File: src/rtl/lpr_pkg.sv
package lpr_pkg;

    typedef enum logic [1:0] {
        ST_ARMED   = 2'd0,
        ST_PULSE   = 2'd1,
        ST_RELEASE = 2'd2
    } lpr_state_e;

    typedef struct packed {
        logic drive_en;
        logic level;
    } pad_t;

    localparam pad_t PAD_OFF  = '{drive_en: 1'b0, level: 1'b1};
    localparam pad_t PAD_LOW  = '{drive_en: 1'b1, level: 1'b0};
    localparam pad_t PAD_HIGH = '{drive_en: 1'b1, level: 1'b1};

    function automatic int unsigned bits_for(input int unsigned v);
        return (v < 2) ? 1 : $clog2(v + 1);
    endfunction

endpackage

File: src/rtl/lpr_hold_counter.sv
module lpr_hold_counter #(
    parameter int unsigned W = 9
) (
    input  logic         clk,
    input  logic         rst,
    input  logic         tick_i,
    input  logic         btn_n_i,
    output logic [W-1:0] count_o
);
    localparam logic [W-1:0] MAX = {W{1'b1}};

    logic [W-1:0] cnt_q;
    logic [W-1:0] cnt_d;

    always_comb begin
        cnt_d = cnt_q;
        if (tick_i) begin
            if (btn_n_i)
                cnt_d = '0;
            else if (cnt_q != MAX)
                cnt_d = cnt_q + W'(1);
        end
    end

    always_ff @(posedge clk) begin
        if (rst) cnt_q <= '0;
        else     cnt_q <= cnt_d;
    end

    assign count_o = cnt_q;

    assert_inc_R2: assert property (@(posedge clk) disable iff (rst)
        (tick_i && !btn_n_i && cnt_q != MAX) |=> (cnt_q == $past(cnt_q) + W'(1)));
    assert_clear_R2: assert property (@(posedge clk) disable iff (rst)
        (tick_i && btn_n_i) |=> (cnt_q == '0));
    assert_idle_R2: assert property (@(posedge clk) disable iff (rst)
        !tick_i |=> $stable(cnt_q));
    assert_no_wrap_R3: assert property (@(posedge clk) disable iff (rst)
        (tick_i && !btn_n_i && cnt_q == MAX) |=> (cnt_q == MAX));

endmodule

File: src/rtl/lpr_pulse_timer.sv
module lpr_pulse_timer #(
    parameter int unsigned W    = 8,
    parameter int unsigned LOAD = 150
) (
    input  logic clk,
    input  logic rst,
    input  logic tick_i,
    input  logic load_i,
    output logic zero_o
);
    localparam logic [W-1:0] LOAD_V = W'(LOAD);

    logic [W-1:0] tmr_q;

    always_ff @(posedge clk) begin
        if (rst)
            tmr_q <= '0;
        else if (load_i)
            tmr_q <= LOAD_V;
        else if (tick_i && tmr_q != '0)
            tmr_q <= tmr_q - W'(1);
    end

    assign zero_o = (tmr_q == '0);

    assert_load_R5: assert property (@(posedge clk) disable iff (rst)
        load_i |=> (tmr_q == LOAD_V));
    assert_dec_R5: assert property (@(posedge clk) disable iff (rst)
        (tick_i && !load_i && tmr_q != '0) |=> (tmr_q == $past(tmr_q) - W'(1)));
    assert_floor_R5: assert property (@(posedge clk) disable iff (rst)
        (!load_i && tmr_q == '0) |=> (tmr_q == '0));

endmodule

File: src/rtl/lpr_sequencer.sv
module lpr_sequencer
    import lpr_pkg::*;
#(
    parameter int unsigned HOLD_W = 9,
    parameter int unsigned THRESH = 300
) (
    input  logic              clk,
    input  logic              rst,
    input  logic [HOLD_W-1:0] hold_count_i,
    input  logic              timer_zero_i,
    output logic              load_o,
    output pad_t              pad_o
);
    localparam logic [HOLD_W-1:0] THR = HOLD_W'(THRESH);

    lpr_state_e state_q, state_d;
    pad_t       pad_q, pad_d;
    logic       fire;

    assign fire = (state_q == ST_ARMED) && (hold_count_i > THR);

    always_comb begin
        state_d = state_q;
        pad_d   = pad_q;
        case (state_q)
            ST_ARMED: begin
                if (fire) begin
                    state_d = ST_PULSE;
                    pad_d   = PAD_LOW;
                end
            end
            ST_PULSE: begin
                if (timer_zero_i) begin
                    state_d = ST_RELEASE;
                    pad_d   = PAD_HIGH;
                end
            end
            ST_RELEASE: begin
                if (hold_count_i == '0)
                    state_d = ST_ARMED;
            end
            default: begin
                state_d = ST_ARMED;
                pad_d   = PAD_OFF;
            end
        endcase
    end

    always_ff @(posedge clk) begin
        if (rst) begin
            state_q <= ST_ARMED;
            pad_q   <= PAD_OFF;
        end else begin
            state_q <= state_d;
            pad_q   <= pad_d;
        end
    end

    assign load_o = fire;
    assign pad_o  = pad_q;

    assert_fire_gate_R4: assert property (@(posedge clk) disable iff (rst)
        $fell(pad_q.level) |-> ($past(hold_count_i) > THR));
    assert_low_driven_R6: assert property (@(posedge clk) disable iff (rst)
        !pad_q.level |-> pad_q.drive_en);
    assert_keep_drive_R6: assert property (@(posedge clk) disable iff (rst)
        $past(pad_q.drive_en) |-> pad_q.drive_en);
    assert_end_on_timer_R5: assert property (@(posedge clk) disable iff (rst)
        $rose(pad_q.level) |-> $past(timer_zero_i));
    assert_rearm_R7: assert property (@(posedge clk) disable iff (rst)
        (state_q == ST_ARMED && $past(state_q) == ST_RELEASE) |-> ($past(hold_count_i) == '0));

endmodule

File: src/rtl/longpress_reset_gen.sv
module longpress_reset_gen
    import lpr_pkg::*;
#(
    parameter int unsigned HOLD_THRESH = 300,
    parameter int unsigned PULSE_TICKS = 150,
    parameter int unsigned HOLD_W      = bits_for(HOLD_THRESH + 1)
) (
    input  logic clk,
    input  logic rst,
    input  logic tick_i,
    input  logic btn_n_i,
    output logic rst_drive_en_o,
    output logic rst_level_o
);
    localparam int unsigned TIMER_W = bits_for(PULSE_TICKS);

    logic [HOLD_W-1:0] hold_count;
    logic              timer_zero;
    logic              load;
    pad_t              pad;

    lpr_hold_counter #(.W(HOLD_W)) u_hold (
        .clk     (clk),
        .rst     (rst),
        .tick_i  (tick_i),
        .btn_n_i (btn_n_i),
        .count_o (hold_count)
    );

    lpr_pulse_timer #(.W(TIMER_W), .LOAD(PULSE_TICKS)) u_timer (
        .clk    (clk),
        .rst    (rst),
        .tick_i (tick_i),
        .load_i (load),
        .zero_o (timer_zero)
    );

    lpr_sequencer #(.HOLD_W(HOLD_W), .THRESH(HOLD_THRESH)) u_seq (
        .clk          (clk),
        .rst          (rst),
        .hold_count_i (hold_count),
        .timer_zero_i (timer_zero),
        .load_o       (load),
        .pad_o        (pad)
    );

    assign rst_drive_en_o = pad.drive_en;
    assign rst_level_o    = pad.level;

    assert_pulse_timed_R5: assert property (@(posedge clk) disable iff (rst)
        ($past(!pad.level) && !pad.level) |-> !$past(timer_zero) || $past(load));

endmodule

File: config.mk
export PLATFORM = sky130hd
export DESIGN_NAME = longpress_reset_gen
export DESIGN_NICKNAME = d
export VERILOG_FILES = /design/src/rtl/lpr_pkg.sv /design/src/rtl/lpr_hold_counter.sv /design/src/rtl/lpr_pulse_timer.sv /design/src/rtl/lpr_sequencer.sv /design/src/rtl/longpress_reset_gen.sv
export SDC_FILE = /design/constraint.sdc
export NUM_CORES = 1
export LEC_CHECK = 0
export ABC_AREA = 1
export BUFFER_PORTS_ARGS = -buffer_cell sky130_fd_sc_hd__buf_4
export CAP_MARGIN = 20
export CORE_ASPECT_RATIO = 1.25
export CORE_MARGIN = 2
export CORE_UTILIZATION = 45
export DETAILED_ROUTE_END_ITERATION = 10
export GPL_TIMING_DRIVEN = 0
export PLACE_DENSITY = 0.75
export SLEW_MARGIN = 40
export SYNTH_ARGS = -nofsm -noshare
export SYNTH_HDL_FRONTEND = slang
export SYNTH_SLANG_ARGS = --single-unit
File: constraint.sdc
create_clock -name clk -period 1.68 [get_ports clk]
set_input_delay 0.084 -clock clk [delete_from_list [all_inputs] [get_ports clk]]
set_output_delay 0.084 -clock clk [all_outputs]
set_load 0.01 [all_outputs]
==> impl_metrics.csv <==
group,metric,value,unit
logic_synthesis,netlist_instances,178,
placed_design,place.detailed.hpwl,1.815,mm
sta,period_share,1.008,
clocking,cts_buffers,3,
logic_synthesis,yosys_register_bits,21,
critical_path,endpoint_kind,"register",
critical_path,timing.critical_path.required,1.88,ns
finish,area_growth,18.58,%
logic_synthesis,post_synth_instance_area,1165,sq um
grt,antenna_found_initial,0,
critical_path,critPathMaxFanout,5,
sta,finalSetupTns,-0.01292,ns
finish,finish.instance_area,1381,sq um
job,maximum_capacitance_violations,0,
clocking,clk_root_buffer_cell,"sky130_fd_sc_hd__clkbuf_4",
grt,grt_pass1_vias,1093,
critical_path,worstPathArrival,1.90,ns
clocking,clkSinkCount,21,
logic_synthesis,yosysWarnings,0,
pwr,power_density,1091,nW/um^2
logic_synthesis,post_synth_num_cell_types,19,
sta,rsz0062_at_grt,"true",
clocking,htree_num_levels,1,
floorplanning,core_area,2452,sq um
placed_design,place_area,1244,sq um
logic_synthesis,netlist_top_cells_area,"sky130_fd_sc_hd__dfxtp_1 (36%), sky130_fd_sc_hd__nand2_1 (15%), sky130_fd_sc_hd__inv_1 (9.7%), sky130_fd_sc_hd__nor2_1 (8.7%), sky130_fd_sc_hd__a21oi_1 (6.0%)",
pwr,power.switching_fraction,0.4092,
finish,nNetsFinal,204,
routing,detail_route.drc_violations,0,
finish,final_core_util,0.5633,
status,violations,"setup timing",
grt,grt_util_all_layers,0.1800,
sta,finalHoldViolations,0,
grt,grt_pass1_wl,4.243,mm
pwr,leakage,0.6340,nW
clocking,clkSlewWorstSetupHoldPaths,0.13,ns
logic_synthesis,synth_sequential_area_ratio,0.3609,
logic_synthesis,postSynthNetCount,186,
finish,drive_gt1_frac,0.1744,
floorplanning,die-width,49.51,um
critical_path,worstSetupPathType,"register to register",
routing,drtAntennaViolNets,0,
sta,fin_worst_skew,0.006418,ns
routing,num_vias,1151,
floorplanning,number_of_ports_placed_on_the_die_boundary,6,
pwr,intPower,890.4,uW
pwr,share_clk_of_total_power,0.165,
pwr,seq_power_share,0.416,
placed_design,port-buffer-count,5,
status,outcome,"finished, violations left",
routing,avgRoutedWirePerCell,11.33,um
clocking,clk_latency,0.30,ns
routing,avgViaCountPerCell,5.048,
floorplanning,core.rowCount,20,
pwr,irDropWorstVdd,0.001082,V
logic_synthesis,syn-mean-instance-area,6.544,sq um
logic_synthesis,netlist.area_leader.share,0.3609,
floorplanning,start_util,0.4750,
sta,worst_pin_slew,0.5091,ns
sta,setup_violations,1,
sta,maxClockFrequency,590.7,MHz
floorplanning,floorplan.die_area,3014,sq um
critical_path,crit_path_start_kind,"register",
pwr,power_frac_comb,0.418,
grt,grt_overflow,0,
grt,grt_max_degree,12,
sta,minimum_clock_period,1.693,ns
sta,setup_ws,-0.01292,ns
sta,drv_slew,0,
logic_synthesis,synth_area_leader_cell,"sky130_fd_sc_hd__dfxtp_1",
floorplanning,dieHeight,60.89,um
clocking,ctsLongestPathBuffers,2,
clocking,tritoncts,"done",
routing,drt-pass1-iter-count,4,
placed_design,final_weighted_congestion_in_routability_driven_placement,0.8400,
routing,wirelength,2.584,mm
min_path,worstHoldPathType,"primary input to register",
finish,antennaDiodeCount,0,
pwr,p_sw,616.8,uW
sta,timing.max_slew.rel_slack,0.6606,
routing,drt_iter0_markers,28,
## area by class of cell
cell class              count  area [sq um]
inverters                  31         116.4
multi-input cells         126         664.4
repair buffers             13         100.1
clock buffers               4         26.28
flip-flops and latches     21         432.9
fillers                   269          1071
well taps                  33         41.29
## sequential cells by signal, indices dropped and copies added, names as in the netlist
| name | cells |
|---|---|
| u_seq.state_q | 2 |
| u_seq.pad_o | 2 |
| u_hold.count_o | 9 |
| u_timer.tmr_q | 8 |
## cells by family (layout without fill, tap and decap cells)
group	Yosys count	count (layout)	share of synthesized area
and+or+nand+nor	96	96	0.3545
buffers and inverters	31	48	0.09989
AOI/OAI and AO/OA	22	22	0.1117
DFF	21	21	0.3609
adders and majority gates	4	4	0.04297
xor gates and xnor gates	4	4	0.03008
## Yosys cell counts, drive strengths merged
| library cell | instances |
|---|---|
| nor3 | 4 |
| ha | 4 |
| o221a | 1 |
| a211oi | 1 |
| dfxtp | 21 |
| nand4 | 6 |
| xor2 | 2 |
| xnor2 | 2 |
| nor2 | 29 |
| o21ai | 5 |
| nand2 | 47 |
| inv | 31 |
| a21oi | 15 |
| nand3 | 10 |
## power groups by stage
stage | logic, mW | clock network, mW | registers, mW
final | 0.630 | 0.249 | 0.628
after global routing | 0.717 | 0.274 | 0.636
after CTS | 0.624 | 0.253 | 0.630
after detailed placement | 0.612 | 0 | 0.640
after global placement | 0.588 | 0 | 0.637
after floorplan | 0.502 | 0 | 0.626
## layout by cell type (no fill, tap or decap)
cell | Yosys | routed
sky130_fd_sc_hd__nand2_1 | 47 | 46
sky130_fd_sc_hd__inv_1 | 30 | 28
sky130_fd_sc_hd__nor2_1 | 27 | 26
sky130_fd_sc_hd__dfxtp_1 | 21 | 17
sky130_fd_sc_hd__a21oi_1 | 14 | 13
sky130_fd_sc_hd__buf_4 | 0 | 12
sky130_fd_sc_hd__nand3_1 | 8 | 8
sky130_fd_sc_hd__nand4_1 | 6 | 6
sky130_fd_sc_hd__o21ai_0 | 5 | 5
sky130_fd_sc_hd__inv_2 | 1 | 3
sky130_fd_sc_hd__nor3_1 | 4 | 3
sky130_fd_sc_hd__clkbuf_4 | 0 | 3
sky130_fd_sc_hd__dfxtp_4 | 0 | 3
sky130_fd_sc_hd__nor2_2 | 1 | 2
sky130_fd_sc_hd__xnor2_1 | 2 | 2
sky130_fd_sc_hd__xor2_1 | 2 | 2
sky130_fd_sc_hd__ha_1 | 4 | 2
sky130_fd_sc_hd__nand2_2 | 0 | 1
sky130_fd_sc_hd__nor3_2 | 0 | 1
sky130_fd_sc_hd__a21oi_4 | 1 | 1
sky130_fd_sc_hd__nor2_4 | 1 | 1
sky130_fd_sc_hd__nand3_2 | 2 | 1
sky130_fd_sc_hd__a21oi_2 | 0 | 1
sky130_fd_sc_hd__nand3_4 | 0 | 1
sky130_fd_sc_hd__o221a_2 | 1 | 1
sky130_fd_sc_hd__a211oi_1 | 1 | 1
sky130_fd_sc_hd__ha_4 | 0 | 1
sky130_fd_sc_hd__ha_2 | 0 | 1
sky130_fd_sc_hd__clkbuf_1 | 0 | 1
sky130_fd_sc_hd__dlygate4sd3_1 | 0 | 1
sky130_fd_sc_hd__dfxtp_2 | 0 | 1
## metrics by stage
step	std cells	hold slack [ns]	worst slack (ns)	total power [mW]
2_1_floorplan	178	0.1531	0.04490	1.129
3_3_place_gp	216	0.3010	-0.1259	1.225
3_5_place_dp	216	0.3041	-0.1732	1.252
4_1_cts	227	0.1226	0.004651	1.508
5_1_grt	228	0.1305	-0.09988	1.627
6_report	228	0.1163	-0.01292	1.507
## routing by layer
layer | vias up | track usage | routed length [um] | share of wire
li1 | 598 | - | - | -
met5 | - | 0 | 0 | 0
met3 | 6 | 0.03202 | 62 | 0.024
met2 | 18 | 0.3571 | 1336 | 0.52
met1 | 529 | 0.1915 | 1136 | 0.44
met4 | 0 | 0.06746 | 48 | 0.019
## worst max-delay path, stage by stage, from the launching register on
cell and delay, ns:
sky130_fd_sc_hd__dfxtp_4 0.37, sky130_fd_sc_hd__ha_4 0.16, sky130_fd_sc_hd__inv_2 0.05, sky130_fd_sc_hd__nor2_2 0.04, sky130_fd_sc_hd__nand2_2 0.09, sky130_fd_sc_hd__nor3_2 0.05
sky130_fd_sc_hd__ha_2 0.19, sky130_fd_sc_hd__a21oi_4 0.24, sky130_fd_sc_hd__nand3_2 0.12, sky130_fd_sc_hd__nor2_2 0.11, sky130_fd_sc_hd__xnor2_1 0.12, sky130_fd_sc_hd__nor2_1 0.06
## final timing paths
| kind | start | end | slack, ns | cells after the start |
|---|---|---|---|---|
| setup / recovery | u_hold.count_o[1]$_SDFFE_PP0P_ | u_hold.count_o[5]$_SDFFE_PP0P_ | -0.01 | 11 |
| hold / removal | btn_n_i | u_hold.count_o[7]$_SDFFE_PP0P_ | 0.12 | 4 |
| setup reg to reg | u_hold.count_o[1]$_SDFFE_PP0P_ | u_hold.count_o[5]$_SDFFE_PP0P_ | -0.01 | 11 |
| hold reg to reg | u_seq.pad_o[0]$_SDFFE_PP1P_ | u_seq.pad_o[0]$_SDFFE_PP1P_ | 0.46 | 2 |
## timing repair
item,4_1_cts,5_1_grt
endpoints found under the setup margin,8,9
cloned,0,0
hold buffers,1,0
hold endpoints to repair,4,0
pin swaps,8,7
gates resized for setup,12,5
setup buffers,6,1
No activity file was read; power rests on OpenSTA's default activity.
